$ cat src/rtl/pl_pkg.sv
package pl_pkg;
   localparam int unsigned BYTE_W = 8;
   localparam int unsigned NBYTES = 2;

   typedef struct packed {
      logic hold;      // snapshot frozen
      logic low_done;  // low byte has been read during this freeze
   } inhibit_t;
endpackage

$ cat src/rtl/pl_inhibit_ctrl.sv
module pl_inhibit_ctrl
   import pl_pkg::*;
(
   input  logic     clk,
   input  logic     rst_n,
   input  logic     oe_n,
   input  logic     byte_sel,
   output inhibit_t st
);
   // Bus controls are judged on the falling edge, half a cycle ahead of capture.
   always_ff @(negedge clk or negedge rst_n) begin
      if (!rst_n) begin
         st <= '0;
      end else if (!oe_n) begin
         st.hold     <= 1'b1;
         st.low_done <= st.low_done | byte_sel;
      end else if (st.hold && st.low_done) begin
         st <= '0;
      end
   end
endmodule

$ cat src/rtl/pl_snapshot_reg.sv
module pl_snapshot_reg #(
   parameter int unsigned W = 16
) (
   input  logic         clk,
   input  logic         rst_n,
   input  logic         hold,
   input  logic [W-1:0] cnt,
   output logic [W-1:0] snap
);
   always_ff @(posedge clk or negedge rst_n) begin
      if (!rst_n)     snap <= '0;
      else if (!hold) snap <= cnt;
   end
endmodule

$ cat src/rtl/pl_byte_mux.sv
module pl_byte_mux
   import pl_pkg::*;
#(
   parameter int unsigned W = 16
) (
   input  logic              oe_n,
   input  logic              byte_sel,
   input  logic [W-1:0]      snap,
   output logic [BYTE_W-1:0] data_o,
   output logic              data_oe
);
   localparam int unsigned FULL_W = NBYTES * BYTE_W;
   localparam int unsigned PAD_W  = FULL_W - W;

   logic [FULL_W-1:0] wide;

   generate
      if (PAD_W == 0) begin : g_exact
         assign wide = snap;
      end else begin : g_pad
         assign wide = {{PAD_W{1'b0}}, snap};
      end
   endgenerate

   logic [BYTE_W-1:0] picked;
   always_comb begin
      picked  = byte_sel ? wide[BYTE_W-1:0] : wide[FULL_W-1:BYTE_W];
      data_oe = !oe_n;
      data_o  = data_oe ? picked : '0;
   end
endmodule

$ cat src/rtl/pos_latch_bytebus.sv
module pos_latch_bytebus
   import pl_pkg::*;
#(
   parameter int unsigned CNT_W = 16
) (
   input  logic             clk,
   input  logic             rst_n,
   input  logic [CNT_W-1:0] count_i,
   input  logic             oe_n,
   input  logic             byte_sel,
   output logic [7:0]       data_o,
   output logic             data_oe
);
   generate
      if (CNT_W <= BYTE_W || CNT_W > NBYTES * BYTE_W) begin : g_bad_width
         $error("pos_latch_bytebus: CNT_W must lie between 9 and 16");
      end
   endgenerate

   inhibit_t         inh_st;
   logic             hold_w;
   logic             low_w;
   logic [CNT_W-1:0] snap;

   assign hold_w = inh_st.hold;
   assign low_w  = inh_st.low_done;

   pl_inhibit_ctrl u_inh (
      .clk      (clk),
      .rst_n    (rst_n),
      .oe_n     (oe_n),
      .byte_sel (byte_sel),
      .st       (inh_st)
   );

   pl_snapshot_reg #(.W(CNT_W)) u_snap (
      .clk   (clk),
      .rst_n (rst_n),
      .hold  (hold_w),
      .cnt   (count_i),
      .snap  (snap)
   );

   pl_byte_mux #(.W(CNT_W)) u_mux (
      .oe_n     (oe_n),
      .byte_sel (byte_sel),
      .snap     (snap),
      .data_o   (data_o),
      .data_oe  (data_oe)
   );
endmodule

$ cat config.mk
export PLATFORM = sky130hd
export DESIGN_NAME = pos_latch_bytebus
export DESIGN_NICKNAME = d
export VERILOG_FILES = /design/src/rtl/pl_pkg.sv /design/src/rtl/pl_inhibit_ctrl.sv /design/src/rtl/pl_snapshot_reg.sv /design/src/rtl/pl_byte_mux.sv /design/src/rtl/pos_latch_bytebus.sv
export SDC_FILE = /design/constraint.sdc
export NUM_CORES = 1
export LEC_CHECK = 0
export BUFFER_PORTS_ARGS = -buffer_cell sky130_fd_sc_hd__buf_2
export CORE_MARGIN = 5
export CORE_UTILIZATION = 43
export CTS_CLUSTER_SIZE = 8
export DETAILED_ROUTE_END_ITERATION = 10
export PLACE_DENSITY = 0.73
export SYNTH_ARGS = -nofsm -noshare
export SYNTH_HDL_FRONTEND = slang
export SYNTH_SLANG_ARGS = --single-unit
$ cat constraint.sdc
create_clock -name clk -period 1.1 [get_ports clk]
set_input_delay 0.275 -clock clk [delete_from_list [all_inputs] [get_ports clk]]
set_output_delay 0.275 -clock clk [all_outputs]
set_load 0.01 [all_outputs]
==> key figures <==
Outcome
  • Status: complete, but fails checks
  • Failing checks: negative setup slack

Synth
  • Post-synthesis average cell area: between 10 and 15 um2
  • Synth Area in Adders: 0
  • Post-synth cell types: 13
  • Mux contribution to synthesized area: 0.345
  • Largest family of logic cells by synthesized area: multiplexers
  • Area leader, netlist: dfrtp_1
  • Cells after Synth: 59
  • Yosys warns: 0
  • Simple-Gate Fraction of Synth Area: 0.0402
  • Ranking of synthesized cells by area: dfrtp_1 48%, mux2_4 14%, mux2_2 11%
  • Complex-gate fraction of the synthesized area: 0.0179
  • Synth Area in XOR/XNOR: 0
  • Register bit total from synthesis: 18
  • Seq/Total Area, Yosys: 0.536
  • Syn Nets: around 80
  • Synth top area share: 0.476
  • Netlist Area Pre-Place: between 800 and 900 um2

Run
  • Max_cap viols: 0

Final layout
  • Multi-input gate area: between 300 and 400 um2
  • P&R area growth vs syn: 45.7%
  • Diodes inserted: 0
  • Layout cells sized above 1: 0.655
  • Non-Filler Instances: roughly 140
  • Register area: between 400 and 500 um2
  • Fillers: 157
  • Nets: approximately 130
  • Final instance area: around 0.0012 mm2

Floorplanning
  • Die area: ~0.0029 mm2
  • I/O pin count: 29
  • DIE WIDTH: roughly 54 um
  • Die Y: 54.2 um
  • Core area: 0.00192 mm2
  • Starting Density: 0.437
  • Standard-cell rows: 16

Global route
  • Initial antenna violation count: 0
  • First-pass GRT wire length: around 2600 um
  • GRT Overall Usage: 0.125
  • Global route overflow: 0
  • Number of global-route vias before repair: about 640
  • Largest net degree at the start of global routing: 11

STA
  • Final hold slack: around 210 ps
  • RSZ-0062 raised after global routing: yes
  • Max Slew Vio Count: 0
  • Slew @ Worst Pin: ~160 ps
  • Slew headroom: 0.891
  • Crit path setup slack, layout: -520 ps
  • Setup tns final: -9360 ps
  • Fin. Hold Viols: 0
  • Endpoints failing setup: 24
  • Skew final: 2.02 ps

Hold path
  • HP Class: primary input to flip-flop
  • WHS Path Cells: 2

Routing
  • Drc violations: 0
  • Final ANT Viol Nets: 0
  • Vias: between 600 and 700
  • Drt wl/cell: about 14 um
  • Final WL: ~1900 um
  • Vias/cell: roughly 4.5
  • 1st-pass router iterations: 2
  • Starting DRT DRC Count: 3

Critical path
  • Buf/Inv on CP: 1
  • Cell at the slowest stage of the critical path: dfrtn_1
  • Crit path required time: between 1000 and 1500 ps
  • Crit path depth: 2
  • Setup crit start kind: flip-flop
  • Crit path max-delay family: flip-flops
  • Worst path cell trace: buf_6 > mux2_4
  • Crit Path Max Fanout: 8
  • Arrival time of the worst setup path: about 1800 ps
  • CP max stage delay: 460 ps
  • Crit. End Element: flip-flop
  • R2R cell count: 2
  • Crit path kind: flip-flop to flip-flop

CTS
  • CTS H-tree lvls: 1
  • Clock latency on the worst-skew pair: approximately 280 ps
  • Cts bufs inserted: 3
  • CTS sink cnt: 18
  • Maximum buffer depth of the clock tree: 2
  • CTS tree: built
  • Clock slew at reported path FFs: approximately 100 ps
  • Root Driver: clkbuf_4

Power
  • Max VDD drop: roughly 0.0011 V
  • Leakage power: slightly below 0.0007 uW
  • Cell area power density: between 1500 and 2000 mW/mm2

Place
  • Routability cong.: around 0.63
  • Hpwl dp: 1240 um
  • Post-Place Cells: about 120
  • # port buffers: 28
  • DP Area: 0.00103 mm2
## cell families (layout without fill, tap and decap cells)
group                  count (synthesis)  in the layout
AOI/OAI and AO/OA                      2              2
buffers and inverters                  6             57
DFF                                   18             18
muxes                                 24             24
and+or+nand+nor                        9              9
## per-layer routing
metal / vias up / part of all wire / wire, um / global-route usage
met4: 0 / 0 / 0 / 0.0373
met1: 287 / 0.43 / 812 / 0.148
li1: 306 / - / - / -
met5: - / 0 / 0 / 0
met2: 21 / 0.49 / 925 / 0.217
met3: 0 / 0.073 / 137 / 0.0354
## synth_stat cells
| cell | number |
|---|---|
| buf_12 | 1 |
| dfrtn_1 | 2 |
| mux2_2 | 8 |
| dfrtp_1 | 16 |
| buf_4 | 1 |
| mux2i_1 | 8 |
| o22ai_1 | 1 |
| buf_2 | 1 |
| nor2_1 | 9 |
| inv_1 | 2 |
| a21o_2 | 1 |
| buf_6 | 1 |
| mux2_4 | 8 |
## state kept, by name (all words and copies together), names as in the netlist
signal / cells
u_inh.st: 2
u_snap.snap: 16
## through the flow
stage               worst slack [ps]   util  power (uW)
finish                          -520  0.637        1890
global placement                -487  0.535        1270
detailed placement              -511  0.535        1290
global route                    -528  0.637        1990
floorplan                       -512      -        1170
CTS                             -506  0.585        1750
## repair_timing
| item | 4_1_cts | 5_1_grt |
|---|---|---|
| setup buffers | 5 | 9 |
| endpoints found under the hold margin | 6 | 0 |
| gates resized for setup | 3 | 9 |
| hold buffers | 1 | 0 |
| setup endpoints to repair | 24 | 24 |
| cloned | 0 | 1 |
## cell usage in the layout, fill, tap and decap left out, drive strengths merged
master | synthesis | routed
a21o | 1 | 1
buf | 4 | 50
clkbuf | 0 | 4
dfrtn | 2 | 2
dfrtp | 16 | 16
dlygate4sd3 | 0 | 1
inv | 2 | 2
mux2 | 16 | 16
mux2i | 8 | 8
nor2 | 9 | 9
o22ai | 1 | 1
## worst paths after layout
check | start | end | slack (ps)
min in group asynchronous | rst_n | u_snap.snap[14] | 360
max reg2reg | u_inh.st[1] | u_snap.snap[13] | -520
max in group asynchronous | rst_n | u_inh.st[1] | 100
max | u_inh.st[1] | u_snap.snap[13] | -520
min | count_i[0] | u_snap.snap[0] | 210
min reg2reg | u_inh.st[0] | u_inh.st[1] | 440
## final cells by class
class	instances	area share
Multi-Input combinational cell	35	0.301
Timing Repair Buffer	51	0.264
Inverter	2	0.0102
Sequential cell	18	0.368
Clock buffer	4	0.0296
Tap cell	27	0.0276
## where the power goes
part / switching, uW / internal, uW
clock: 195 / 201
combinational: 217 / 418
sequential: 69.5 / 789
total: 481 / 1410
Power figures use the tool's default switching activity.
